## src/rtl/bgen_pkg.sv

```systemverilog
package bgen_pkg;
    typedef enum logic [0:0] {
        BG_HALT  = 1'b0,
        BG_COUNT = 1'b1
    } bg_state_e;
endpackage

```

## src/rtl/bgen_tc_regs.sv

```systemverilog
module bgen_tc_regs #(
    parameter int TC_W   = 16,
    parameter int BYTE_W = 8
) (
    input  logic                     clk,
    input  logic                     rst_n,
    input  logic [TC_W/BYTE_W-1:0]   byte_we,
    input  logic [BYTE_W-1:0]        wdata,
    output logic [TC_W-1:0]          tc
);
    localparam int NBYTES = TC_W / BYTE_W;

    // one byte lane per write enable; lane 0 is the least significant
    for (genvar b = 0; b < NBYTES; b++) begin : g_lane
        always_ff @(posedge clk) begin
            if (!rst_n) begin
                tc[b*BYTE_W +: BYTE_W] <= '0;
            end else if (byte_we[b]) begin
                tc[b*BYTE_W +: BYTE_W] <= wdata;
            end
        end
    end
endmodule

```

## src/rtl/bgen_tick_sel.sv

```systemverilog
module bgen_tick_sel (
    input  logic enable,
    input  logic src_pclk,
    input  logic ext_tick,
    output logic tick
);
    always_comb begin
        tick = enable & (src_pclk | ext_tick);
    end
endmodule

```

## src/rtl/bgen_counter.sv

```systemverilog
module bgen_counter
    import bgen_pkg::*;
#(
    parameter int TC_W = 16
) (
    input  logic            clk,
    input  logic            rst_n,
    input  logic            enable,
    input  logic            tick,
    input  logic [TC_W-1:0] tc,
    output logic            wrap,
    output logic            bclk
);
    localparam int CNT_W = TC_W + 1;

    bg_state_e        state_q, state_d;
    logic [CNT_W-1:0] cnt_q, cnt_d;
    logic [CNT_W-1:0] reload_val;
    logic             bclk_q;

    assign reload_val = {1'b0, tc} + CNT_W'(1);

    // state register
    always_ff @(posedge clk) begin
        if (!rst_n) begin
            state_q <= BG_HALT;
        end else begin
            state_q <= state_d;
        end
    end

    // next state and counter value
    always_comb begin
        state_d = state_q;
        cnt_d   = cnt_q;
        wrap    = 1'b0;
        unique case (state_q)
            BG_HALT: begin
                if (enable) begin
                    state_d = BG_COUNT;        // ARM
                    cnt_d   = reload_val;
                end
            end
            BG_COUNT: begin
                if (!enable) begin
                    state_d = BG_HALT;         // PARK
                end else if (tick) begin
                    if (cnt_q == '0) begin
                        cnt_d = reload_val;    // WRAP
                        wrap  = 1'b1;
                    end else begin
                        cnt_d = cnt_q - CNT_W'(1);  // STEP
                    end
                end
            end
            default: state_d = BG_HALT;
        endcase
    end

    // outputs and datapath registers
    always_ff @(posedge clk) begin
        if (!rst_n) begin
            cnt_q  <= '0;
            bclk_q <= 1'b0;
        end else begin
            cnt_q <= cnt_d;
            if (wrap) begin
                bclk_q <= ~bclk_q;
            end
        end
    end

    assign bclk = bclk_q;
endmodule

```

## src/rtl/bgen_status.sv

```systemverilog
module bgen_status (
    input  logic clk,
    input  logic rst_n,
    input  logic wrap,
    input  logic ack,
    input  logic ie,
    output logic status,
    output logic irq
);
    always_ff @(posedge clk) begin
        if (!rst_n) begin
            status <= 1'b0;
        end else if (wrap) begin
            status <= 1'b1;
        end else if (ack) begin
            status <= 1'b0;
        end
    end

    assign irq = status & ie;
endmodule

```

## src/rtl/baud_gen.sv

```systemverilog
module baud_gen #(
    parameter int TC_W   = 16,
    parameter int BYTE_W = 8
) (
    input  logic                    clk,
    input  logic                    rst_n,
    input  logic [TC_W/BYTE_W-1:0]  tc_we,
    input  logic [BYTE_W-1:0]       tc_wdata,
    input  logic                    count_en,
    input  logic                    src_pclk,
    input  logic                    ext_tick,
    input  logic                    zc_ie,
    input  logic                    zc_ack,
    output logic                    bclk_out,
    output logic                    zc_status,
    output logic                    zc_irq
);
    logic [TC_W-1:0] tc;
    logic            tick;
    logic            wrap;

    bgen_tc_regs #(.TC_W(TC_W), .BYTE_W(BYTE_W)) u_regs (
        .clk     (clk),
        .rst_n   (rst_n),
        .byte_we (tc_we),
        .wdata   (tc_wdata),
        .tc      (tc)
    );

    bgen_tick_sel u_sel (
        .enable   (count_en),
        .src_pclk (src_pclk),
        .ext_tick (ext_tick),
        .tick     (tick)
    );

    bgen_counter #(.TC_W(TC_W)) u_cnt (
        .clk    (clk),
        .rst_n  (rst_n),
        .enable (count_en),
        .tick   (tick),
        .tc     (tc),
        .wrap   (wrap),
        .bclk   (bclk_out)
    );

    bgen_status u_stat (
        .clk    (clk),
        .rst_n  (rst_n),
        .wrap   (wrap),
        .ack    (zc_ack),
        .ie     (zc_ie),
        .status (zc_status),
        .irq    (zc_irq)
    );
endmodule

```

## config.mk

```make
export PLATFORM = sky130hd
export DESIGN_NAME = baud_gen
export DESIGN_NICKNAME = d
export VERILOG_FILES = /design/src/rtl/bgen_pkg.sv /design/src/rtl/bgen_tc_regs.sv /design/src/rtl/bgen_tick_sel.sv /design/src/rtl/bgen_counter.sv /design/src/rtl/bgen_status.sv /design/src/rtl/baud_gen.sv
export SDC_FILE = /design/constraint.sdc
export NUM_CORES = 1
export LEC_CHECK = 0
export BUFFER_PORTS_ARGS = -buffer_cell sky130_fd_sc_hd__buf_4
export CAP_MARGIN = 20
export CORE_UTILIZATION = 50
export CTS_BUF_LIST = sky130_fd_sc_hd__clkbuf_8
export CTS_CLUSTER_DIAMETER = 40
export DETAILED_ROUTE_END_ITERATION = 8
export GPL_ROUTABILITY_DRIVEN = 0
export MAX_ROUTING_LAYER = met4
export PLACE_DENSITY = 0.76
export SETUP_SLACK_MARGIN = 0.05
export SLEW_MARGIN = 20
export SYNTH_ARGS = -nofsm -noshare
export SYNTH_HDL_FRONTEND = slang
export SYNTH_SLANG_ARGS = --single-unit
export TNS_END_PERCENT = 100
```

## constraint.sdc

```tcl
create_clock -name clk -period 4.7 [get_ports clk]
set_input_delay 0.47 -clock clk [delete_from_list [all_inputs] [get_ports clk]]
set_output_delay 0.47 -clock clk [all_outputs]
set_load 0.005 [all_outputs]
```

==> out/results.tsv, run 1 <==
metric	value	unit
Lkg Pwr	0.9427	nW
critical path class	reg2reg	
Root Buffer	clkbuf_8	
Max-Cap Viols	0	
peak supply drop	230.3	µV
post-CTS setup buffers	0	
die area	4470	µm²
Row Count	23	
Arrival @ worst endpoint	2590	ps
Hold Buf Count CTS	0	
Starting Density	0.5220	
Post-DP HPWL	3.390	mm
post-route cell area	2365	µm²
IO Port Bufs	19	
Syn Inst Count	248	
top cell type's share of synthesized area	0.3427	
DP Area	2253	µm²
Die Y	66.86	µm
Post-synth EDFFs	0	
Crit path max-delay family	compound AO/OA/AOI/OAI gates	
setup_tns	0	ps
R2R depth	5	
CP cell instances	nor4_4 -> and3_2 -> a21o_1 -> o21ai_0 -> a32o_1	
switching share of power	0.3006	
routed wire length	4.656	mm
Synth cell types	43	
Total GRT Usage	0.2344	
type of origin of the critical path	flip-flop	
R2R Path End	u_cnt.cnt_q[12]	
Clock Sinks	36	
H-tree Lvls	2	
Via-to-Cell Ratio	5.891	
vias	1832	
max_slew headroom	0.4308	
Hold EP	u_cnt.state_q	
Final Net Count	280	
worst r2r src	u_cnt.cnt_q[4]	
Ys Warns	0	
I/O pins	20	
Hold Fails Final Rpt	0	
number of global-route vias before repair	1599	
ys async rst share	0	
top cells by count, synth	dfxtp_1 (36), nor2_1 (30), mux2i_1 (26)	
Synth Flop Type	dfxtp_1	
Hold WS	412.4	ps
GRT overflow	0	
Syn Area/Cell	8.481	µm²
DR pass1 iterations	4	
antenna violations before repair	0	
hold-critical path depth	2	
ANT nets after route	0	
Bufs on Longest Clock Path	2	
RSZ-0062 raised after global routing	no	
PostCTS Resize Cnt	0	
Slowest-stage cell, CP	a21o_1	
Power Density	336.0	nW/µm²
worst skew pair latency	290	ps
post-synthesis net count	268	
area delta synth->final	12.43	%
minimum setup slack among reg-to-reg paths	2290	ps
crit end category	flip-flop	
DR WL/cell	14.97	µm
first-pass GRT wire length	7.590	mm
hold crit path type	in2reg	
Worst-path clk slew	80	ps
critical path buffer and inverter count	0	
Tcrit/Tclk final	0.5118	
max incr delay on CP	690	ps
share of layout cells above drive strength 1	0.1418	
critical-path maximum fanout	25	
largest net degree at the start of global routing	26	
synth top area cells	dfxtp_1 (34%), mux2i_1 (12%), nor2_1 (5.4%)	
fin crit period	2406	ps
Filler Cells Inserted	375	
sequential area share after synthesis	0.3427	
HP Start	count_en	
synthesized cell area	2103	µm²
diode count	0	
combinational power share	0.210	
internal cell power	0.5557	mW
switching power	0.2389	mW
#FFs+latches synth	36	
top-count cell post-synth	dfxtp_1	
final routed DRC violation total	0	
Seq pwr share	0.444	
clock share of power	0.347	
worst-margin pin slew	853.8	ps
core area	4029	µm²
status	finished, final reports clean	
CTS tree	yes	
leading area contributor after synthesis	dfxtp_1	
CP required	4890	ps
max frequency	415.7	MHz
Die W	66.86	µm
initial DRC count	110	
TritonCTS Buffers	5	
max-slew violations	0	
Final Setup Violations	0	
worst clock skew	4.104	ps
cell type report:
class | count | area, µm² | area share
Inverter | 5 | 18.77 | 0.007937
Timing Repair Buffer | 19 | 142.6 | 0.06032
Clock inverter | 3 | 42.54 | 0.01799
Clock buffer | 5 | 68.82 | 0.02910
Tap cell | 50 | 62.56 | 0.02646
Multi-Input combinational cell | 193 | 1309 | 0.5534
Sequential cell | 36 | 720.7 | 0.3048
state kept, by name, summed over array words and instances (netlist names):
signal / cells
u_stat.status: 1
u_cnt.cnt_q: 17
u_cnt.state_q: 1
u_regs.tc: 16
u_cnt.bclk: 1
worst reg2reg max path: cells and delay by family (launching register included):
| kind | cells | cell delay [ps] |
|---|---|---|
| AO/OA/AOI/OAI | 3 | 1210 |
| flip-flops | 1 | 390 |
| AND/OR/NAND/NOR | 2 | 710 |
metal layers:
metal / up-vias / global-route usage / share of wire
met4: 0 / 0.09043 / 0.016
li1: 952 / - / -
met3: 8 / 0.04110 / 0.044
met1: 825 / 0.3075 / 0.48
met2: 47 / 0.3561 / 0.46
met5: - / - / 0
stage by stage:
stage                     power (mW)    util  instances  setup WS, ps
after floorplan               0.4830       -        248          2614
after global placement        0.5216  0.5593        303          2380
after detailed placement      0.5239  0.5593        303          2334
after CTS                     0.7949  0.5870        311          2310
after global routing          0.8330  0.5870        311          2119
final                         0.7946  0.5870        311          2294
power by group through the flow:
stage / sequential, mW / combinational (mW) / clock, mW
floorplan: 0.352 / 0.131 / 0
global placement: 0.358 / 0.163 / 0
detailed placement: 0.359 / 0.165 / 0
CTS: 0.352 / 0.166 / 0.277
global route: 0.357 / 0.185 / 0.292
finish: 0.352 / 0.167 / 0.275
how the worst max path moves through the flow:
stage	endpoint	slack, ps	cells past startpoint	from
2_1_floorplan	u_cnt.cnt_q[16]	2610	7	u_cnt.cnt_q[0]
3_3_place_gp	u_cnt.cnt_q[10]	2380	5	u_cnt.cnt_q[4]
3_5_place_dp	u_cnt.cnt_q[12]	2330	5	u_cnt.cnt_q[4]
4_1_cts	u_cnt.cnt_q[12]	2310	5	u_cnt.cnt_q[4]
5_1_grt	u_cnt.cnt_q[3]	2120	5	u_cnt.cnt_q[4]
6_report	u_cnt.cnt_q[12]	2290	5	u_cnt.cnt_q[4]
placed cells by master, fill, tap and decap left out, types with 5 or more instances in the layout:
cell type,synthesis,layout
a21oi_1,5,5
a32o_1,7,7
buf_4,0,19
clkbuf_8,0,5
dfxtp_1,36,36
inv_1,5,5
mux2i_1,26,26
nand2_1,12,12
nand3_1,10,10
nand4_1,10,10
nor2_1,30,30
nor3_1,12,12
nor4_1,6,6
o21ai_0,13,13
or4_1,5,5
xnor2_1,10,10
cell families (layout without fill, tap and decap cells):
kind of cell | count (synthesis) | count (layout) | share of synthesized area
xor gates and xnor gates | 13 | 13 | 0.05413
adders and majority gates | 3 | 3 | 0.01785
AOI/OAI and AO/OA | 46 | 46 | 0.1535
and+or+nand+nor | 105 | 105 | 0.2731
DFF | 36 | 36 | 0.3427
muxes | 26 | 26 | 0.1237
buffers and inverters | 19 | 32 | 0.03510
(Power assumes the default switching activity.)
==> run 2: changes to the inputs <==
PLACE_DENSITY = 0.79   (was 0.76)
clock period = 2.1 ns   (was 4.7 ns; I/O delays follow)
==> out/results.tsv, run 2 (synthesized netlist as in run 1, its figures left out) <==
metric	value	unit
IO Port Bufs	19	
H-tree Lvls	2	
core area	4029	µm²
fin crit period	2005	ps
Hold EP	u_cnt.state_q	
CP cell instances	inv_4 -> ha_4 -> or3b_4 -> or4_4 -> or4_4 -> a31oi_1	
TritonCTS Buffers	5	
Total GRT Usage	0.2655	
Post-DP HPWL	3.815	mm
type of origin of the critical path	flip-flop	
DR WL/cell	16.24	µm
ANT nets after route	0	
R2R depth	6	
DP Area	2364	µm²
Clock Sinks	36	
final routed DRC violation total	0	
vias	1987	
initial DRC count	166	
HP Start	count_en	
max frequency	498.8	MHz
grt met3 use	0.06507	
Arrival @ worst endpoint	2230	ps
Finished Layout Cells	325	
setup_tns	0	ps
Power Density	735.2	nW/µm²
Row Count	23	
R2R Path End	u_cnt.cnt_q[16]	
post-route cell area	2504	µm²
Critical Path Most Common Cell	or4_4	
status	finished, final reports clean	
die area	4470	µm²
I/O pins	20	
max_slew headroom	0.7056	
diode count	0	
antenna violations before repair	0	
CP required	2320	ps
Starting Density	0.5220	
GR Util met1	0.3100	
critical path class	reg2reg	
Final Setup Violations	0	
peak supply drop	450.3	µV
Die Y	66.86	µm
layer with the highest usage	met2	
Top Registers	u_cnt.cnt_q (17), u_regs.tc (16)	
most common cell after layout, fill and taps aside	dfxtp_1	
largest net degree at the start of global routing	26	
max incr delay on CP	430	ps
DR pass1 iterations	4	
CTS tree	yes	
Bufs on Longest Clock Path	2	
area delta synth->final	19.04	%
Filler Cells Inserted	373	
GRT overflow	0	
Die W	66.86	µm
minimum setup slack among reg-to-reg paths	100	ps
Via-to-Cell Ratio	6.114	
Largest Register	u_cnt.cnt_q	
routed wire length	5.277	mm
Hold Fails Final Rpt	0	
Lkg Pwr	1.024	nW
crit end category	flip-flop	
hold-critical path depth	2	
share of layout cells above drive strength 1	0.2036	
Cell Count Post-Placement	316	
RSZ-0062 raised after global routing	yes	
number of flip-flops in the largest register	17	
M2 GR Usage	0.4230	
worst skew pair latency	290	ps
Worst-path clk slew	80	ps
hold crit path type	in2reg	
worst-margin pin slew	437.5	ps
Max-Cap Viols	0	
worst clock skew	4.727	ps
most frequent cells in the layout	dfxtp_1 (35), buf_4 (32), nor2_1 (30)	
worst r2r src	u_cnt.cnt_q[1]	
Root Buffer	clkbuf_8	
Tcrit/Tclk final	0.9547	
Final Net Count	294	
first-pass GRT wire length	8.500	mm
max-slew violations	0	
number of global-route vias before repair	1804	
Slowest-stage cell, CP	or4_4	
critical-path maximum fanout	3	
[run 2: changes by cell type in the layout (fill, tap and decap cells not counted), sizes merged]
cell / before / now
inv: 5 / 6
clkinvlp: 1 / 0
buf: 19 / 33
[run 2: power by group]
part           switching, mW  internal [mW]  leakage (nW)  total, mW
Combinational          0.232          0.213         0.669      0.445
Sequential            0.0624          0.727         0.296      0.789
Clock                  0.259          0.348        0.0593      0.607
Total                  0.554           1.29          1.02       1.84
[run 2: through the flow]
stage	util	hold WS [ps]	power [mW]	worst slack, ps
6_report	0.6214	143.2	1.841	95.07
5_1_grt	0.6214	146.6	1.928	24.90
4_1_cts	0.6134	143.4	1.826	57.49
3_5_place_dp	0.5866	444.4	1.227	76.55
3_3_place_gp	0.5866	438.9	1.215	162.4
2_1_floorplan	-	331.7	1.082	34.51
[run 2: area by class of cell]
| class | count | area [µm²] | area share |
|---|---|---|---|
| multi-input combinational | 193 | 1328 | 0.5302 |
| sequential | 36 | 724.4 | 0.2894 |
| timing repair buffer | 33 | 260.3 | 0.1039 |
| clock buffer | 5 | 68.82 | 0.02749 |
| tap | 50 | 62.56 | 0.02499 |
| clock inverter | 3 | 38.79 | 0.01549 |
| inverter | 5 | 21.27 | 0.008496 |
[run 2: worst max path at each step]
stage                                  to  depth (start not counted)  slack, ps           start
after detailed placement  u_cnt.cnt_q[16]                          6         80  u_cnt.cnt_q[1]
after CTS                 u_cnt.cnt_q[16]                          6         60  u_cnt.cnt_q[1]
after global routing      u_cnt.cnt_q[16]                          6         20  u_cnt.cnt_q[1]
final                     u_cnt.cnt_q[16]                          6        100  u_cnt.cnt_q[1]
after floorplan           u_cnt.cnt_q[16]                          7         30  u_cnt.cnt_q[0]
after global placement    u_cnt.cnt_q[16]                          6        160  u_cnt.cnt_q[1]
[run 2: repair_timing]
item / CTS / global route
hold buffers: 0 / 0
endpoints found under the hold margin: 0 / 0
buffers inserted: 0 / 1
resized for setup: 0 / 9
setup endpoints to repair: 0 / 2
[run 2: worst max-delay path: cells and delay by family, from the launching register on]
| family | cells | cell delay (ps) |
|---|---|---|
| compound gates | 1 | 160 |
| fa+ha+maj | 1 | 120 |
| buf+inv | 1 | 60 |
| flops | 1 | 360 |
| simple gates | 3 | 1240 |
[run 2: metal layers]
| layer | wire [µm] | up-vias |
|---|---|---|
| met5 | 0 | - |
| met4 | 125 | 0 |
| met3 | 311 | 12 |
| met2 | 2601 | 62 |
| met1 | 2239 | 938 |
| li1 | - | 975 |
==> run 3: changes to the inputs <==
CTS_BUF_LIST = not set   (was sky130_fd_sc_hd__clkbuf_8)
SKIP_CTS_REPAIR_TIMING = 1   (was not set)
==> out/results.tsv, run 3 (synthesized netlist as in run 1, its figures left out) <==
metric	value	unit
status	finished, final reports clean	
Clock Sinks	36	
I/O pins	20	
CP cell instances	inv_2 -> ha_2 -> or3b_4 -> or4_4 -> or4_4 -> a31oi_1	
diode count	0	
post-route cell area	2491	µm²
max_slew headroom	0.7287	
Hold WS	145.1	ps
most common cell after layout, fill and taps aside	dfxtp_1	
share of layout cells above drive strength 1	0.2036	
total power	1.840	mW
Power Density	738.7	nW/µm²
die area	4470	µm²
number of flip-flops in the largest register	17	
GR Util met1	0.3100	
max-slew violations	0	
IO Port Bufs	19	
initial DRC count	140	
final routed DRC violation total	0	
RSZ-0062 raised after global routing	yes	
Filler Cells Inserted	375	
Post-DP HPWL	3.815	mm
Arrival @ worst endpoint	2270	ps
Largest Register	u_cnt.cnt_q	
DR WL/cell	16.22	µm
setup_tns	0	ps
Lkg Pwr	1.018	nW
largest net degree at the start of global routing	26	
Worst-path clk slew	80	ps
worst skew pair latency	290	ps
area delta synth->final	18.44	%
CP required	2320	ps
crit end category	flip-flop	
critical-path maximum fanout	3	
hold crit path type	in2reg	
worst clock skew	3.916	ps
Top Registers	u_cnt.cnt_q (17), u_regs.tc (16)	
Starting Density	0.5220	
most frequent cells in the layout	dfxtp_1 (35), buf_4 (32), nor2_1 (30)	
ANT nets after route	0	
min setup slack post-route	52.75	ps
TritonCTS Buffers	5	
H-tree Lvls	2	
Bufs on Longest Clock Path	2	
worst-margin pin slew	403.3	ps
Root Buffer	clkbuf_8	
grt met3 use	0.06507	
GRT overflow	0	
critical path class	reg2reg	
vias	1974	
Die Y	66.86	µm
max incr delay on CP	430	ps
area of the multi-input gates	1318	µm²
fin crit period	2047	ps
minimum setup slack among reg-to-reg paths	50	ps
M2 GR Usage	0.4230	
Slowest-stage cell, CP	or4_4	
layer with the highest usage	met2	
Critical Path Most Common Cell	or4_4	
first-pass GRT wire length	8.500	mm
type of origin of the critical path	flip-flop	
Final Net Count	294	
number of global-route vias before repair	1804	
max frequency	488.5	MHz
Tcrit/Tclk final	0.9749	
Finished Layout Cells	325	
DR pass1 iterations	5	
Hold Fails Final Rpt	0	
Cell Count Post-Placement	316	
Row Count	23	
Final Setup Violations	0	
Total GRT Usage	0.2655	
Die W	66.86	µm
Place WS	76.55	ps
Max-Cap Viols	0	
routed wire length	5.273	mm
Via-to-Cell Ratio	6.074	
DP Area	2364	µm²
sequential cell area	724.4	µm²
post-layout util	0.6183	
CTS tree	yes	
peak supply drop	448.7	µV
core area	4029	µm²
antenna violations before repair	0	
run 3: changes by cell type in the layout (fill, tap and decap cells not counted):
cell and change:
ha_2 +1, inv_1 -1, inv_4 -1, clkbuf_1 +1, inv_2 +1, ha_4 -1
run 3: cell type report:
type / instances / area share
flip-flops and latches: 36 / 0.2908
clock buffers: 6 / 0.02913
well taps: 50 / 0.02511
repair buffers: 33 / 0.1045
inverters: 5 / 0.007534
multi-input cells: 193 / 0.5289
clock inverters: 2 / 0.01406
run 3: layer usage:
metal | vias up | wire [µm]
met1 | 920 | 2226
met2 | 66 | 2639
li1 | 980 | -
met5 | - | 0
met4 | 0 | 91
met3 | 8 | 316
run 3: path summary, 6_finish.rpt:
check                           cells after the start         endpoint      startpoint
worst max-delay path                                6  u_cnt.cnt_q[16]  u_cnt.cnt_q[1]
worst min-delay path                                2    u_cnt.state_q        count_en
worst min register to register                      2    u_stat.status   u_stat.status
worst max register to register                      6  u_cnt.cnt_q[16]  u_cnt.cnt_q[1]
run 3: worst max-delay path, delay by kind of cell (launching register included):
family | cells | cell delay, ps
AO/OA/AOI/OAI | 1 | 160
adder cells (fa/ha/maj) | 1 | 170
buffers and inverters | 1 | 50
flip-flops | 1 | 350
AND/OR/NAND/NOR | 3 | 1240
run 3: report_power, final:
part	internal, mW	switching, mW	total [mW]
sequential	0.726	0.0616	0.788
combinational	0.212	0.231	0.442
clock	0.352	0.257	0.610
total	1.29	0.550	1.84
